==> config.mk <==
export PLATFORM = sky130hd
export DESIGN_NAME = kbd_input_port
export DESIGN_NICKNAME = d
export VERILOG_FILES = /design/src/rtl/kbd_port_pkg.sv /design/src/rtl/kbd_port_ctrl.sv /design/src/rtl/kbd_port_dpath.sv /design/src/rtl/kbd_input_port.sv
export SDC_FILE = /design/constraint.sdc
export NUM_CORES = 1
export LEC_CHECK = 0
export BUFFER_PORTS_ARGS = -buffer_cell sky130_fd_sc_hd__buf_2
export CORE_MARGIN = 2
export CORE_UTILIZATION = 40
export CTS_CLUSTER_SIZE = 25
export DETAILED_ROUTE_END_ITERATION = 8
export MAX_ROUTING_LAYER = met4
export PLACE_DENSITY = 0.8
export SETUP_SLACK_MARGIN = 0.1
export SLEW_MARGIN = 30
export SYNTH_ARGS = -nofsm -noshare
export SYNTH_HDL_FRONTEND = slang
export SYNTH_SLANG_ARGS = --single-unit
==> constraint.sdc <==
create_clock -name clk -period 2.9 [get_ports clk]
set_input_delay 0.87 -clock clk [delete_from_list [all_inputs] [get_ports clk]]
set_output_delay 0.87 -clock clk [all_outputs]
set_load 0.005 [all_outputs]
==> src/rtl/kbd_port_pkg.sv <==
package kbd_port_pkg;
  parameter int ADDR_W   = 16;
  parameter int DATA_W   = 16;
  parameter int CODE_W   = 8;
  parameter logic [15:0] STATUS_ADDR = 16'hF400;
  parameter logic [15:0] DATA_ADDR   = 16'hF401;
  parameter int READY_BIT = 15;
  parameter int IE_BIT    = 14;

  typedef struct packed {
    logic loadChar;   // capture keyCode into the data register
    logic ieWrite;    // update interrupt enable from write data
    logic selStatus;  // drive status word onto read bus
    logic selData;    // drive data word onto read bus
  } portStrobes_t;
endpackage

==> src/rtl/kbd_port_ctrl.sv <==
module kbd_port_ctrl
  import kbd_port_pkg::*;
#(
  parameter int AW = ADDR_W
) (
  input  logic          clk,
  input  logic          rstN,
  input  logic          keyValid,
  input  logic [AW-1:0] busAddr,
  input  logic          busRead,
  input  logic          busWrite,
  output portStrobes_t  strobes,
  output logic          readyFlag
);
  logic statusHit;
  logic dataHit;
  logic dataRd;
  logic accept;

  always_comb begin
    statusHit = (busAddr == AW'(STATUS_ADDR));
    dataHit   = (busAddr == AW'(DATA_ADDR));
    dataRd    = busRead && dataHit;
    // a data read in the same cycle frees the slot for the arriving code
    accept    = keyValid && (!readyFlag || dataRd);
  end

  always_ff @(posedge clk or negedge rstN) begin
    if (!rstN) begin
      readyFlag <= 1'b0;
    end else if (accept) begin
      readyFlag <= 1'b1;
    end else if (dataRd) begin
      readyFlag <= 1'b0;
    end
  end

  always_comb begin
    strobes.loadChar  = accept;
    strobes.ieWrite   = busWrite && statusHit;
    strobes.selStatus = busRead && statusHit;
    strobes.selData   = busRead && dataHit;
  end
endmodule

==> src/rtl/kbd_port_dpath.sv <==
module kbd_port_dpath
  import kbd_port_pkg::*;
#(
  parameter int DW = DATA_W,
  parameter int CW = CODE_W
) (
  input  logic          clk,
  input  logic          rstN,
  input  logic [CW-1:0] keyCode,
  input  logic [DW-1:0] busWdata,
  input  portStrobes_t  strobes,
  input  logic          readyFlag,
  output logic [DW-1:0] busRdata,
  output logic          irqReq
);
  localparam int PAD_W = DW - CW;

  logic [CW-1:0] charReg;
  logic          ieBit;
  logic [DW-1:0] statusWord;
  logic [DW-1:0] dataWord;

  always_ff @(posedge clk or negedge rstN) begin
    if (!rstN) begin
      charReg <= '0;
      ieBit   <= 1'b0;
    end else begin
      if (strobes.loadChar) charReg <= keyCode;
      if (strobes.ieWrite)  ieBit   <= busWdata[IE_BIT];
    end
  end

  always_comb begin
    statusWord            = '0;
    statusWord[READY_BIT] = readyFlag;
    statusWord[IE_BIT]    = ieBit;
    dataWord              = {{PAD_W{1'b0}}, charReg};
    if (strobes.selStatus)    busRdata = statusWord;
    else if (strobes.selData) busRdata = dataWord;
    else                      busRdata = '0;
    irqReq = readyFlag & ieBit;
  end
endmodule

==> src/rtl/kbd_input_port.sv <==
module kbd_input_port
  import kbd_port_pkg::*;
(
  input  logic        clk,
  input  logic        rstN,
  input  logic        keyValid,
  input  logic [7:0]  keyCode,
  input  logic [15:0] busAddr,
  input  logic        busRead,
  input  logic        busWrite,
  input  logic [15:0] busWdata,
  output logic [15:0] busRdata,
  output logic        irqReq
);
  portStrobes_t strobes;
  logic         readyFlag;

  kbd_port_ctrl #(.AW(16)) u_ctrl (
    .clk      (clk),
    .rstN     (rstN),
    .keyValid (keyValid),
    .busAddr  (busAddr),
    .busRead  (busRead),
    .busWrite (busWrite),
    .strobes  (strobes),
    .readyFlag(readyFlag)
  );

  kbd_port_dpath #(.DW(16), .CW(8)) u_dpath (
    .clk      (clk),
    .rstN     (rstN),
    .keyCode  (keyCode),
    .busWdata (busWdata),
    .strobes  (strobes),
    .readyFlag(readyFlag),
    .busRdata (busRdata),
    .irqReq   (irqReq)
  );
endmodule

## Word level (Yosys, flattened, before mapping)

Cells that the tools add are included.

- Latch bits: 0
- Memory bits (writable): 0
- Memory bits (read-only): 0
- Memories kept: 0
- Register bits: 10
- Word-level logic and storage cells: 17
- Input port bits: 45

- Multipliers: 0
- Bitwise operators: 1
- Equal/unequal tests: 2
- $lt $le $gt $ge: 0
- Div/mod/pow operators: 0
- $add $sub $neg: 0
- Muxes and demuxes: 4
- Shifts and indexed selects: 0
- Reduce and logical (&&, ||, !) cells: 7

Operators by type and width:

| cell | number |
|---|---|
| 16-bit equality test, second input constant | 2 |
| 16-bit 2-to-1 mux | 1 |
| 8-bit 2-to-1 mux | 1 |
| 1-bit logical AND | 4 |
| 1-bit 2-to-1 mux | 2 |
| 2-bit nonzero test | 1 |
| 1-bit bitwise AND | 1 |
| 1-bit zero test | 1 |
| 1-bit logical OR | 1 |

## Logic depth before layout (Yosys ltp)

Gate-level depths: netlist of the first run.

- Word-level depth: 5
- Gate-level depth with buffers: 5
- Mapped depth without buffers: 4

## By module

From an unflattened synthesis of the first run, not the netlist that was laid out.

- Cells, all modules: 54
- Area total of the unflattened synthesis: 663.1 sq um

Modules (own cells, without submodules):

| module | times used | area each (sq um) | cells an instance |
|---|---|---|---|
| kbd_port_dpath | 1 | 505.5 | 37 |
| kbd_port_ctrl | 1 | 157.7 | 17 |

## Worst setup path before layout of the first run

No wires, ideal clock.

- Path type: input to output
- Start point: input port busAddr[5]
- End point: output port busRdata[2]
- Data arrival time: 1.722 ns
- Stages on the path: 5
- Data required time: 2.030 ns
- Buffers on the path: 1
- Path slack: 0.308 ns
- Cells stage by stage: nor4_2 > nand2_1 > nor2_4 > buf_6 > and3_1

- Word-level cells in the longest chain between the ends: 4

Ends and longest elaborated chain:

| element | line | RTL |
|---|---|---|
| start: declaration | kbd_input_port.sv:8 | `input logic [15:0] busAddr,` |
| 16-bit equality test | kbd_port_ctrl.sv:22 | `dataHit = (busAddr == AW'(DATA_ADDR));` |
| 1-bit logical AND | kbd_port_ctrl.sv:42 | `strobes.selData = busRead && dataHit;` |
| 8-bit 2-to-1 mux | kbd_port_dpath.sv:39 | `else if (strobes.selData) busRdata = dataWord;` |
| 16-bit 2-to-1 mux * | kbd_port_dpath.sv:38 | `if (strobes.selStatus) busRdata = statusWord;` |
| end: declaration | kbd_input_port.sv:12 | `output logic [15:0] busRdata,` |

Mark *: on every way between the ends. The rest lies on a longest branch, timed or not.

## Worst setup path after layout of the first run

- Start point: input port busAddr[9]
- End point: output port busRdata[5]

The elaborated chain is that of the path after synthesis.

==> impl_metrics.py, run 1 <==
metrics = {
    "timing": {
        "rsz0062_at_grt": "true",
        "whs_ns": 0.4326,
        "setup_viol": 0,
        "max_freq_mhz": 353.6,
        "tns_ns": 0,
        "fin_worst_skew_ns": 0.006006,
        "hold_viol_final": 0,
        "slew_viol_final": 0,
        "period_needed_ns": 2.828,
        "fin_crit_sh_pct": 97.52,
    },
    "worst_setup_path": {
        "worstReg2RegStart": "u_ctrl.readyFlag",
        "start_kind": "primary input",
        "critPathRequiredTime_ns": 2.03,
        "cp_cell_sequence": "buf_6, nor4_4, nand2_2, nor2_4, buf_6, and3_4, buf_6",
        "cp_top_family": "simple AND/OR/NAND/NOR gates",
        "crit_top_cell": "buf_6",
        "max_stage_delay_ns": 0.29,
        "worstPathArrival_ns": 1.96,
        "critPathSlowestCell": "nor4_4",
        "critPathLaunch": "busAddr[9]",
        "critical_path_class": "in -> out",
        "path_buf_inv": 3,
        "crit_path_end_kind": "output pin",
        "cp_max_fo": 7,
    },
    "die": {
        "io_pins": 62,
        "die_w_um": 49.88,
        "start_util_pct": 42.49,
        "core_um2": 1982,
        "dieArea_um2": 2488,
        "rows": 16,
        "chipHeight_um": 49.88,
    },
    "drt": {
        "drc_errors": 0,
        "viasPerCell": 5.878,
        "drt_wl_total_um": 2584,
        "wl_per_cell_um": 15.02,
        "ant_nets": 0,
        "first_pass_iters": 4,
        "num_vias": 1011,
        "drt_iter0_drc": 31,
    },
    "flow_run": {
        "cap_violations": 0,
    },
    "synthesis": {
        "async_reset_ff_share_pct": 100.0,
        "yosysMostFrequentCell": "and3_1",
        "synthTopCellsByArea": "dfrtp_1 (30%), a221oi_1 (8.3%), and3_1 (8.2%), buf_4 (7.1%), o211ai_1 (7.1%)",
        "postSynthAreaPerCell_um2": 8.506,
        "synth-seq-area-share_pct": 29.72,
        "ys_types": 26,
        "synthFlopType": "dfrtp_1",
        "yosysWarnings": 0,
        "yosysTopAreaCell": "dfrtp_1",
        "synth.ff_latch_count": 10,
        "syn-cell-area_um2": 842.1,
        "synth_edf_count": 0,
        "syn_inst": 99,
        "synth_top_area_share_pct": 29.72,
        "synth_common_cells": "and3_1 (11), dfrtp_1 (10), nand2_1 (9), nor2_1 (9)",
    },
    "clock_network": {
        "cts_made_buffers": 3,
        "cts_tree": "done",
        "cts_sinks": 10,
        "clk_latency_ns": 0.28,
        "cts_buffer_depth": 2,
        "htree_levels": 1,
        "cts-root-buf": "clkbuf_4",
        "clk_pin_slew_ns": 0.08,
        "hold_buffers": 0,
    },
    "min_path": {
        "hold_class": "in -> async",
    },
    "final_layout": {
        "multi_input_area_um2": 553.0,
        "fin_cells": 172,
        "fillCellCount": 164,
        "layout-drive-gt1-share_pct": 48.28,
        "finalNetCount": 191,
        "seq_area_um2": 250.2,
        "fin_area_um2": 1219,
        "diodes": 0,
        "areaGrowthSynthToFinish_pct": 44.73,
    },
    "global_route": {
        "grt_pass1_vias": 972,
        "track_usage_pct": 22.99,
        "antenna_found_initial": 0,
        "grt_pass1_wl_um": 4209,
        "grt_remaining_overflow": 0,
        "grt_max_degree": 25,
    },
    "place": {
        "dpl-instance-area_um2": 1040,
        "place_congestion": 0.7765,
        "io_buffer_count": 40,
        "dp_hpwl_um": 1681,
        "dp_cells": 163,
    },
    "pwr": {
        "worst_ir_drop_vdd_uv": 188.5,
        "finalPower_w": 0.0003306,
        "leakagePower_nw": 0.6116,
        "p_per_area_nw_per_um2": 271.3,
    },
    "status": {
        "status": "complete, no violations",
    },
}
[through the flow]
step,worst slack (ns),util [%]
2_1_floorplan,0.3082,-
3_3_place_gp,0.06535,52.46
3_5_place_dp,-0.003016,52.46
4_1_cts,0.07728,59.28
5_1_grt,0.05239,61.49
6_report,0.07195,61.49
[layout by cell type, fill, tap and decap left out, types with 2 or more instances in the layout]
cell and instances:
a221oi_1 8, buf_4 7, nor2_1 9, nand2_1 8, and4b_2 2, o211ai_1 8, and2_1 2, conb_1 6
and3_4 4, nand3_1 8, buf_2 30, dfrtp_1 10, and3_2 2, buf_6 12, clkbuf_4 3, nor4_4 2
and3_1 11
[kinds of logic after synthesis]
group | after synthesis | share of synthesized area (%)
multiplexers | 1 | 1.337
buffers and inverters | 14 | 10.99
AND/OR/NAND/NOR | 56 | 41.16
other | 1 | 0.4453
AO/OA/AOI/OAI | 17 | 16.35
flip-flops | 10 | 29.72
[path summary, 6_finish.rpt]
kind / to / slack, ns / cells past startpoint
setup / recovery: busRdata[5] / 0.07 / 7
hold / removal: u_dpath.charReg[7] / 0.43 / 1
setup reg to reg: u_dpath.charReg[6] / 1.49 / 3
hold reg to reg: u_dpath.ieBit / 0.52 / 1
max in group asynchronous: u_dpath.charReg[1] / 2.27 / 1
min in group clk: u_dpath.ieBit / 0.52 / 1
[flip-flops by register name, indices dropped and copies added, names as in the netlist]
name              flops
u_dpath.charReg       8
u_dpath.ieBit         1
u_ctrl.readyFlag      1
[final cells by class]
type | instances | share of cell area, %
multi-input combinational | 80 | 45.38
timing repair buffer | 49 | 27.72
sequential | 10 | 20.53
clock buffer | 4 | 2.977
tap | 27 | 2.772
inverter | 2 | 0.6160
[power breakdown]
part / switching [W] / total [W] / internal, W
Sequential: 0.00000000469 / 0.000139 / 0.000139
Clock: 0.0000588 / 0.000135 / 0.0000766
Combinational: 0.0000294 / 0.0000560 / 0.0000266
[per-layer routing]
metal  GRT usage (%)  routed length (um)  vias up
met5               -                   0        -
met4           16.67                  77        0
met3           2.424                 200        7
met2           38.89                1343       64
met1           24.86                 963      484
li1                -                   -      456
[repair_timing]
item	in CTS	in global routing
pin swaps	4	3
resized for setup	14	5
setup endpoints to repair	10	9
gates cloned	0	0
setup buffers	3	2
Note: power is estimated with default switching activity, not from simulation.
==> run 2: changes to the inputs <==
--- a/config.mk
+++ b/config.mk
@@ -12,7 +12,7 @@
 export DETAILED_ROUTE_END_ITERATION = 8
 export MAX_ROUTING_LAYER = met4
 export PLACE_DENSITY = 0.8
-export SETUP_SLACK_MARGIN = 0.1
+export SETUP_SLACK_MARGIN = 0.3
 export SLEW_MARGIN = 30
 export SYNTH_ARGS = -nofsm -noshare
 export SYNTH_HDL_FRONTEND = slang
==> impl_metrics.py, run 2 (same netlist as run 1, synthesis figures left out) <==
metrics = {
    "drt": {
        "drt_wl_total_um": 2553,
        "viasPerCell": 5.718,
        "met3_length_um": 165,
        "drc_errors": 0,
        "first_pass_iters": 4,
        "wl_per_cell_um": 14.67,
        "met1_length_um": 965,
        "top_layer": "met4",
        "drt_iter0_drc": 29,
        "route.met2.wl_um": 1327,
        "num_vias": 995,
        "ant_nets": 0,
    },
    "min_path": {
        "hold_class": "in -> async",
    },
    "final_layout": {
        "finalNetCount": 193,
        "reg.largest.list": "u_dpath.charReg (8), u_ctrl.readyFlag (1), u_dpath.ieBit (1)",
        "largest_reg_flops": 8,
        "final_common_cell": "buf_2",
        "fillCellCount": 162,
        "top_register": "u_dpath.charReg",
        "areaGrowthSynthToFinish_pct": 46.51,
        "diodes": 0,
        "fin_cells": 174,
        "final_cell_mix": "buf_2 (30), buf_6 (12), and3_1 (11)",
        "layout-drive-gt1-share_pct": 48.98,
    },
    "place": {
        "io_buffer_count": 40,
        "dp_hpwl_um": 1681,
        "dp_slack_ns": -0.003016,
        "dp_cells": 163,
        "place_congestion": 0.7765,
    },
    "clock_network": {
        "cts-root-buf": "clkbuf_4",
        "clk_latency_ns": 0.28,
        "htree_levels": 1,
        "cts_tree": "done",
        "cts_buffer_depth": 2,
        "cts_made_buffers": 3,
        "clk_pin_slew_ns": 0.07,
        "cts_sinks": 10,
    },
    "worst_setup_path": {
        "worstPathArrival_ns": 1.96,
        "crit_path_end_kind": "output pin",
        "max_stage_delay_ns": 0.29,
        "start_kind": "primary input",
        "crit_top_cell": "buf_6",
        "critical_path_class": "in -> out",
        "cp_cell_sequence": "buf_6, nor4_4, nand2_2, nor2_4, buf_6, and3_4, buf_6",
        "critPathRequiredTime_ns": 2.03,
        "cp_top_family": "simple AND/OR/NAND/NOR gates",
        "critPathSlowestCell": "nor4_4",
        "cp_max_fo": 7,
        "path_buf_inv": 3,
    },
    "timing": {
        "fin_crit_sh_pct": 97.57,
        "fin_ws_ns": 0.07054,
        "hold_viol_final": 0,
        "period_needed_ns": 2.829,
        "max_freq_mhz": 353.4,
        "rsz0062_at_grt": "true",
        "fin_worst_skew_ns": 0.002398,
        "slew_viol_final": 0,
        "setup_viol": 0,
    },
    "pwr": {
        "finalPower_w": 0.0003264,
        "worst_ir_drop_vdd_uv": 182.9,
        "p_per_area_nw_per_um2": 264.5,
        "leakagePower_nw": 0.6225,
    },
    "die": {
        "die_w_um": 49.88,
        "io_pins": 62,
        "start_util_pct": 42.49,
        "dieArea_um2": 2488,
        "core_um2": 1982,
        "rows": 16,
        "chipHeight_um": 49.88,
    },
    "global_route": {
        "grt_pass1_vias": 955,
        "grt_pass1_wl_um": 4229,
        "grt_max_degree": 25,
        "antenna_found_initial": 0,
        "track_usage_pct": 23.12,
        "grt_remaining_overflow": 0,
    },
    "flow_run": {
        "cap_violations": 0,
    },
    "status": {
        "status": "complete, no violations",
    },
}
run 2: cell types whose count changed in the layout (fill, tap and decap cells not counted):
cell	change
buf_4	+2
run 2: where the power goes:
part / switching, W / total (W) / leakage (nW) / internal, W
Sequential: 0.00000000461 / 0.000139 / 0.0927 / 0.000139
Combinational: 0.0000295 / 0.0000561 / 0.509 / 0.0000266
Clock: 0.0000544 / 0.000131 / 0.0210 / 0.0000765
run 2: area by class of cell:
class / instances / area (um^2) / share of cell area, %
clock buffers: 4 / 36.28 / 2.941
well taps: 27 / 33.78 / 2.738
flip-flops and latches: 10 / 250.2 / 20.28
repair buffers: 51 / 352.8 / 28.60
multi-input cells: 80 / 553.0 / 44.83
inverters: 2 / 7.507 / 0.6085
run 2: metrics by stage:
| step | cell area [um^2] | hold WS [ns] | utilization (%) | TNS [ns] |
|---|---|---|---|---|
| after floorplan | 860.8 | 0.4647 | - | 0 |
| after global placement | 1040 | 0.4965 | 52.46 | 0 |
| after detailed placement | 1040 | 0.4932 | 52.46 | -0.003016 |
| after CTS | 1175 | 0.4513 | 59.28 | 0 |
| after global routing | 1234 | 0.4568 | 62.25 | 0 |
| final | 1234 | 0.4411 | 62.25 | 0 |
run 2: what timing repair did:
| action | in CTS | in global routing |
|---|---|---|
| setup endpoints to repair | 10 | 10 |
| setup buffers | 3 | 4 |
| resized for setup | 14 | 5 |
| hold buffers | 0 | 0 |
| pin swaps | 5 | 3 |
run 2: routing by layer:
| layer | vias up | GRT usage, % |
|---|---|---|
| met5 | - | - |
| li1 | 457 | - |
| met1 | 471 | 25.61 |
| met4 | 0 | 16.20 |
| met2 | 57 | 38.89 |
| met3 | 10 | 2.121 |
run 2: final timing paths:
path                                  startpoint                  to  slack (ns)  depth (start not counted)
worst min-delay path                        rstN  u_dpath.charReg[7]        0.44                          1
worst min register to register     u_dpath.ieBit       u_dpath.ieBit        0.51                          1
worst max register to register  u_ctrl.readyFlag  u_dpath.charReg[6]        1.51                          3
min in group clk                   u_dpath.ieBit       u_dpath.ieBit        0.51                          1
worst max-delay path                  busAddr[9]         busRdata[5]        0.07                          7
max in group asynchronous                   rstN  u_dpath.charReg[1]        2.26                          1
